<file path="src/rtl/ssp_pkg.sv">
package ssp_pkg;
  localparam int DATA_W  = 8;
  localparam int CTRL_W  = 8;
  localparam int BIT_M1  = 7;
  localparam int BIT_M0  = 6;
  localparam int BIT_REN = 4;
  localparam int BIT_TXD = 1;
  localparam int BIT_RXD = 0;

  typedef enum logic {
    DIR_TX = 1'b0,
    DIR_RX = 1'b1
  } dir_e;
endpackage

</file>
<file path="src/rtl/ssp_div.sv">
module ssp_div #(
  parameter int DIV_W = 8
) (
  input  logic             clk,
  input  logic             rst,
  input  logic             run,
  input  logic [DIV_W-1:0] reload,
  output logic             tick
);
  logic [DIV_W-1:0] cnt;

  always_ff @(posedge clk) begin
    if (rst || !run) begin
      cnt <= reload;
    end else if (cnt == '0) begin
      cnt <= reload;
    end else begin
      cnt <= cnt - 1'b1;
    end
  end

  assign tick = run && (cnt == '0);


  cnt_step_chk: assert property (@(posedge clk) disable iff (rst)
    (run && $past(run) && ($past(cnt) != '0)) |-> (cnt == $past(cnt) - 1'b1));
endmodule

</file>
<file path="src/rtl/ssp_regs.sv">
module ssp_regs
  import ssp_pkg::*;
(
  input  logic              clk,
  input  logic              rst,
  input  logic              wr_en,
  input  logic              wr_sel,
  input  logic [CTRL_W-1:0] wr_data,
  input  logic              busy,
  input  logic              fin,
  input  logic              fin_rx,
  output logic [CTRL_W-1:0] ctrl_q,
  output logic              start_tx,
  output logic              start_rx
);
  logic              ctrl_wr;
  logic              data_wr;
  logic [CTRL_W-1:0] ctrl_nxt;

  assign ctrl_wr = wr_en && !wr_sel;
  assign data_wr = wr_en && wr_sel;

  assign start_tx = data_wr && !busy && !ctrl_q[BIT_M1] && !ctrl_q[BIT_M0];
  assign start_rx = ctrl_wr && !busy && !wr_data[BIT_M1] && !wr_data[BIT_M0]
                    && wr_data[BIT_REN] && !wr_data[BIT_RXD];

  always_comb begin
    ctrl_nxt = ctrl_q;
    if (ctrl_wr) ctrl_nxt = wr_data;
    if (fin) begin
      if (fin_rx) ctrl_nxt[BIT_RXD] = 1'b1;
      else        ctrl_nxt[BIT_TXD] = 1'b1;
    end
  end

  always_ff @(posedge clk) begin
    if (rst) ctrl_q <= '0;
    else     ctrl_q <= ctrl_nxt;
  end


  tx_flag_hold_chk: assert property (@(posedge clk) disable iff (rst)
    (!ctrl_wr && ctrl_q[BIT_TXD]) |=> ctrl_q[BIT_TXD]);

  rx_flag_hold_chk: assert property (@(posedge clk) disable iff (rst)
    (!ctrl_wr && ctrl_q[BIT_RXD]) |=> ctrl_q[BIT_RXD]);

  tx_flag_set_chk: assert property (@(posedge clk) disable iff (rst)
    (fin && !fin_rx) |=> ctrl_q[BIT_TXD]);

  mode_block_chk: assert property (@(posedge clk) disable iff (rst)
    ((ctrl_q[BIT_M1] || ctrl_q[BIT_M0]) && !busy && !ctrl_wr) |=> !busy);
endmodule

</file>
<file path="src/rtl/ssp_engine.sv">
module ssp_engine
  import ssp_pkg::*;
(
  input  logic              clk,
  input  logic              rst,
  input  logic              start_tx,
  input  logic              start_rx,
  input  logic [DATA_W-1:0] tx_byte,
  input  logic              tick,
  input  logic              sdat_i,
  output logic              busy,
  output logic              fin,
  output logic              fin_rx,
  output logic              sclk_o,
  output logic              sdat_o,
  output logic              sdat_oe,
  output logic [DATA_W-1:0] rx_byte
);
  localparam int BIT_W = $clog2(DATA_W);
  localparam logic [BIT_W-1:0] LAST = BIT_W'(DATA_W - 1);

  logic              busy_q;
  dir_e              dir_q;
  logic              low_q;
  logic [BIT_W-1:0]  bit_q;
  logic [DATA_W-1:0] sh_q;
  logic              sclk_q;
  logic              sdo_q;
  logic              oe_q;
  logic [DATA_W-1:0] rxw_q;
  logic              edge_rise;

  assign edge_rise = busy_q && tick && low_q;
  assign fin       = edge_rise && (bit_q == LAST);
  assign fin_rx    = (dir_q == DIR_RX);

  always_ff @(posedge clk) begin
    if (rst) begin
      busy_q <= 1'b0;
      dir_q  <= DIR_TX;
      low_q  <= 1'b0;
      bit_q  <= '0;
      sh_q   <= '0;
      sclk_q <= 1'b1;
      sdo_q  <= 1'b1;
      oe_q   <= 1'b1;
      rxw_q  <= '0;
    end else if (!busy_q) begin
      if (start_tx) begin
        busy_q <= 1'b1;
        dir_q  <= DIR_TX;
        low_q  <= 1'b0;
        bit_q  <= '0;
        sh_q   <= tx_byte;
        sdo_q  <= tx_byte[0];
        oe_q   <= 1'b1;
        sclk_q <= 1'b1;
      end else if (start_rx) begin
        busy_q <= 1'b1;
        dir_q  <= DIR_RX;
        low_q  <= 1'b0;
        bit_q  <= '0;
        sh_q   <= '0;
        oe_q   <= 1'b0;
        sclk_q <= 1'b1;
      end
    end else if (tick) begin
      if (!low_q) begin
        low_q  <= 1'b1;
        sclk_q <= 1'b0;
      end else begin
        low_q  <= 1'b0;
        sclk_q <= 1'b1;
        if (dir_q == DIR_RX) sh_q <= {sdat_i, sh_q[DATA_W-1:1]};
        else                 sh_q <= {1'b1, sh_q[DATA_W-1:1]};
        if (bit_q == LAST) begin
          busy_q <= 1'b0;
          sdo_q  <= 1'b1;
          oe_q   <= 1'b1;
          if (dir_q == DIR_RX) rxw_q <= {sdat_i, sh_q[DATA_W-1:1]};
        end else begin
          bit_q <= bit_q + 1'b1;
          if (dir_q == DIR_TX) sdo_q <= sh_q[1];
        end
      end
    end
  end

  assign busy    = busy_q;
  assign sclk_o  = sclk_q;
  assign sdat_o  = sdo_q;
  assign sdat_oe = oe_q;
  assign rx_byte = rxw_q;


  sclk_idle_chk: assert property (@(posedge clk) disable iff (rst)
    !busy_q |-> sclk_q);

  rx_release_chk: assert property (@(posedge clk) disable iff (rst)
    (busy_q && dir_q == DIR_RX) |-> !oe_q);

  tx_hold_chk: assert property (@(posedge clk) disable iff (rst)
    (busy_q && $past(busy_q) && !sclk_q) |-> $stable(sdo_q));
endmodule

</file>
<file path="src/rtl/sync_shift_port.sv">
module sync_shift_port
  import ssp_pkg::*;
#(
  parameter int DIV_W = 8
) (
  input  logic              clk,
  input  logic              rst,
  input  logic              wr_en,
  input  logic              wr_sel,
  input  logic [CTRL_W-1:0] wr_data,
  input  logic [DIV_W-1:0]  div_reload,
  output logic [CTRL_W-1:0] ctrl_q,
  output logic [DATA_W-1:0] rx_byte,
  output logic              sclk_o,
  output logic              sdat_o,
  output logic              sdat_oe,
  input  logic              sdat_i
);
  logic busy, fin, fin_rx, start_tx, start_rx, tick;

  ssp_regs u_regs (
    .clk      (clk),
    .rst      (rst),
    .wr_en    (wr_en),
    .wr_sel   (wr_sel),
    .wr_data  (wr_data),
    .busy     (busy),
    .fin      (fin),
    .fin_rx   (fin_rx),
    .ctrl_q   (ctrl_q),
    .start_tx (start_tx),
    .start_rx (start_rx)
  );

  ssp_div #(.DIV_W(DIV_W)) u_div (
    .clk    (clk),
    .rst    (rst),
    .run    (busy),
    .reload (div_reload),
    .tick   (tick)
  );

  ssp_engine u_eng (
    .clk      (clk),
    .rst      (rst),
    .start_tx (start_tx),
    .start_rx (start_rx),
    .tx_byte  (wr_data[DATA_W-1:0]),
    .tick     (tick),
    .sdat_i   (sdat_i),
    .busy     (busy),
    .fin      (fin),
    .fin_rx   (fin_rx),
    .sclk_o   (sclk_o),
    .sdat_o   (sdat_o),
    .sdat_oe  (sdat_oe),
    .rx_byte  (rx_byte)
  );
endmodule

</file>
<file path="config.mk">
export PLATFORM = sky130hd
export DESIGN_NAME = sync_shift_port
export DESIGN_NICKNAME = d
export VERILOG_FILES = /design/src/rtl/ssp_pkg.sv /design/src/rtl/ssp_div.sv /design/src/rtl/ssp_regs.sv /design/src/rtl/ssp_engine.sv /design/src/rtl/sync_shift_port.sv
export SDC_FILE = /design/constraint.sdc
export NUM_CORES = 1
export LEC_CHECK = 0
export ABC_AREA = 1
export BUFFER_PORTS_ARGS = -buffer_cell sky130_fd_sc_hd__clkbuf_2
export CORE_UTILIZATION = 40
export CTS_BUF_LIST = sky130_fd_sc_hd__clkbuf_8
export CTS_CLUSTER_DIAMETER = 200
export DETAILED_ROUTE_END_ITERATION = 7
export SYNTH_ARGS = -nofsm -noshare
export SYNTH_HDL_FRONTEND = slang
export SYNTH_SLANG_ARGS = --single-unit
</file>
<file path="constraint.sdc">
create_clock -name clk -period 1.76 [get_ports clk]
set_input_delay 0.088 -clock clk [delete_from_list [all_inputs] [get_ports clk]]
set_output_delay 0.088 -clock clk [all_outputs]
set_load 0.05 [all_outputs]
</file>
==> results.yml <==
drt:
  dr_total_vias: 1864
  drt-vias-per-instance: 4.591
  drc: 0
  drt_first_pass_iters: 4
  wl_mm: 4.377
  drt_iter0_markers: 82
  ant_nets: 0
  wl_per_cell_um: 10.78
clocking:
  clkLatencyLatePin_ns: 0.29
  cts_buffers: 5
  clockRootBuffer: "clkbuf_8"
  ctsResizeCount: 0
  clockBufferDepth: 2
  clk_pin_slew_worst_paths_ns: 0.08
  cts_sinks: 40
  cts_tree: "yes"
  cts_max_level: 2
die:
  fp.coreArea_mm2: 0.004786
  fp.dieArea_mm2: 0.005295
  die_w_um: 72.77
  rows: 25
  die_h_um: 72.77
  ios: 40
  initial_utilization: 0.4186
timing:
  hold-worst-slack_ns: 0.02387
  rsz0062_at_grt: "false"
  finalSetupViolations: 0
  drv_slew: 0
  finalSetupTns_ns: 0
  finalHoldViolCount: 0
  skew_ns: 0.005200
  fin_crit_sh: 0.8604
  setup_ws_ns: 0.2457
  worst_slew_pin_slew_ns: 0.3734
  maxSlewHeadroom: 0.7508
  timing.final.crit_period_ns: 1.514
  max_freq_mhz: 660.4
global_route:
  grt_pass1_wl_mm: 7.410
  antenna_found_initial: 0
  grt_overflow_total: 0
  grt_max_degree: 27
  first_global_vias: 1678
  grtUsageTotal: 0.1824
layout:
  multi_input_area_mm2: 0.001005
  syn_to_final_growth_pct: 20.36
  fillCellCount: 525
  finalNetCount: 363
  antenna-diode-count: 0
  post_route_cells_drive_above_1_share: 0.2006
  finalNonFillerCells: 406
  area.sequential_um2: 800.8
yosys:
  synth_top_cell_by_area: "dfxtp_1"
  ys.flop_type: "dfxtp_1"
  synth_edf_count: 0
  synth_area_per_cell_um2: 6.860
  synth.top_cell.area_share: 0.3998
  syn_nets: 317
  synth_area_mm2: 0.002003
  ys_warn_count: 0
  yosysUniqueCellTypes: 30
  ys_ff_latch: 40
  synth_area_leaders: "dfxtp_1 (40%), nand2_1 (14%), nor2_1 (8.1%), inv_1 (6.6%), nand3_1 (5.0%)"
  synth.most_common_cell: "nand2_1"
  yosys-top-cells-count: "nand2_1 (75), nor2_1 (43), dfxtp_1 (40)"
  async_flop_share: 0
  ys_seq_area_frac: 0.3998
  synthCells: 292
worst_setup_path:
  critPathKind: "flip-flop to flip-flop"
  worstPathRequired_ns: 1.95
  worst_ep_arrival_time_ns: 1.71
  path_max_fanout: 15
  end_kind: "flip-flop"
  start_kind: "flip-flop"
  ff2ff_setup_slack_ns: 0.25
power:
  p_clk_frac: 0.321
  p_seq_frac: 0.458
  vdd_drop_max_mv: 0.5704
  p_comb_frac: 0.221
  p_int_uw: 1580
  p_switching_uw: 708.3
  p_per_area_mw_per_mm2: 949.3
  swShare: 0.3095
  leakage_uw: 0.001268
placement:
  dpl_worst_slack_ns: 0.2473
  port_buffers: 39
  gp_congestion: 0.7560
  dp.final_hpwl_mm: 3.212
  dp_cells: 393
flow_run:
  maxCapViolations: 0
run_status:
  outcome: "finished, final reports clean"
min_path:
  hold_class: "input pin to flip-flop"
## worst max-delay path, cell delays in order (launching register included)
cell and delay [ns]:
dfxtp_1 0.31, inv_1 0.11, ha_1 0.16, inv_1 0.03, nor2_1 0.14, and2_4 0.21, nor2_2 0.04, nand2_2 0.21
inv_1 0.09, nand2_1 0.07, nand2_1 0.04
## final cells by class
cell class                 instances  area share
clock buffer                       5     0.02854
clock inverter                     3     0.01609
inverter                          39     0.06072
multi-input combinational        205      0.4167
sequential                        40      0.3321
tap                               67     0.03477
timing repair buffer              47      0.1111
## cell usage in the layout, fill, tap and decap left out, types with 6 or more instances in the layout
| cell type | count |
|---|---|
| nor2_2 | 6 |
| nor2_1 | 43 |
| nand3b_1 | 7 |
| inv_1 | 36 |
| clkbuf_2 | 39 |
| a21oi_1 | 18 |
| nand3_1 | 20 |
| dfxtp_1 | 40 |
| nand2_1 | 75 |
| o21ai_0 | 7 |
## final timing paths
| path | from | end | depth (start not counted) |
|---|---|---|---|
| max | u_div.cnt[0] | u_div.cnt[3] | 10 |
| min | div_reload[0] | u_div.cnt[0] | 3 |
| max reg2reg | u_div.cnt[0] | u_div.cnt[3] | 10 |
| min reg2reg | u_div.cnt[0] | u_div.cnt[0] | 1 |
## metrics by stage
stage	total power, uW	utilization	cell area, um2
6_report	2289	0.5038	2411
3_3_place_gp	1563	0.4709	2253
4_1_cts	2312	0.5038	2411
5_1_grt	2429	0.5038	2411
2_1_floorplan	1457	-	2003
3_5_place_dp	1566	0.4709	2253
## cells by family (layout without fill, tap and decap cells)
family | Yosys count | in the layout | share of synthesized area
adder cells (fa/ha/maj) | 4 | 4 | 0.02499
AND/OR/NAND/NOR | 162 | 162 | 0.3641
XOR/XNOR | 6 | 6 | 0.02623
AO/OA/AOI/OAI | 33 | 33 | 0.08620
buffers and inverters | 47 | 94 | 0.09868
flip-flops | 40 | 40 | 0.3998
## flip-flops by register name, indices dropped and copies added (netlist names)
register,cells
u_div.cnt,8
u_eng.bit_q,3
u_eng.busy,1
u_eng.fin_rx,1
u_eng.low_q,1
u_eng.rx_byte,8
u_eng.sclk_o,1
u_eng.sdat_o,1
u_eng.sdat_oe,1
u_eng.sh_q,7
u_regs.ctrl_q,8
## timing repair
item	CTS	global route
endpoints found under the hold margin	5	0
hold buffers	5	0
buffers inserted	0	0
## power by group through the flow
stage / combinational [uW] / sequential (uW) / clock (uW)
6_report: 506 / 1050 / 734
2_1_floorplan: 330 / 1130 / 0
3_3_place_gp: 493 / 1070 / 0
3_5_place_dp: 497 / 1070 / 0
4_1_cts: 509 / 1050 / 755
5_1_grt: 572 / 1060 / 798
## routing by layer
layer,track usage,vias up,share of wire
met5,0,-,0
met4,0.08715,0,0.023
met3,0.04696,10,0.034
met2,0.2856,37,0.45
met1,0.2338,817,0.49
li1,-,1000,-
No activity file was read; power rests on OpenSTA's default activity.
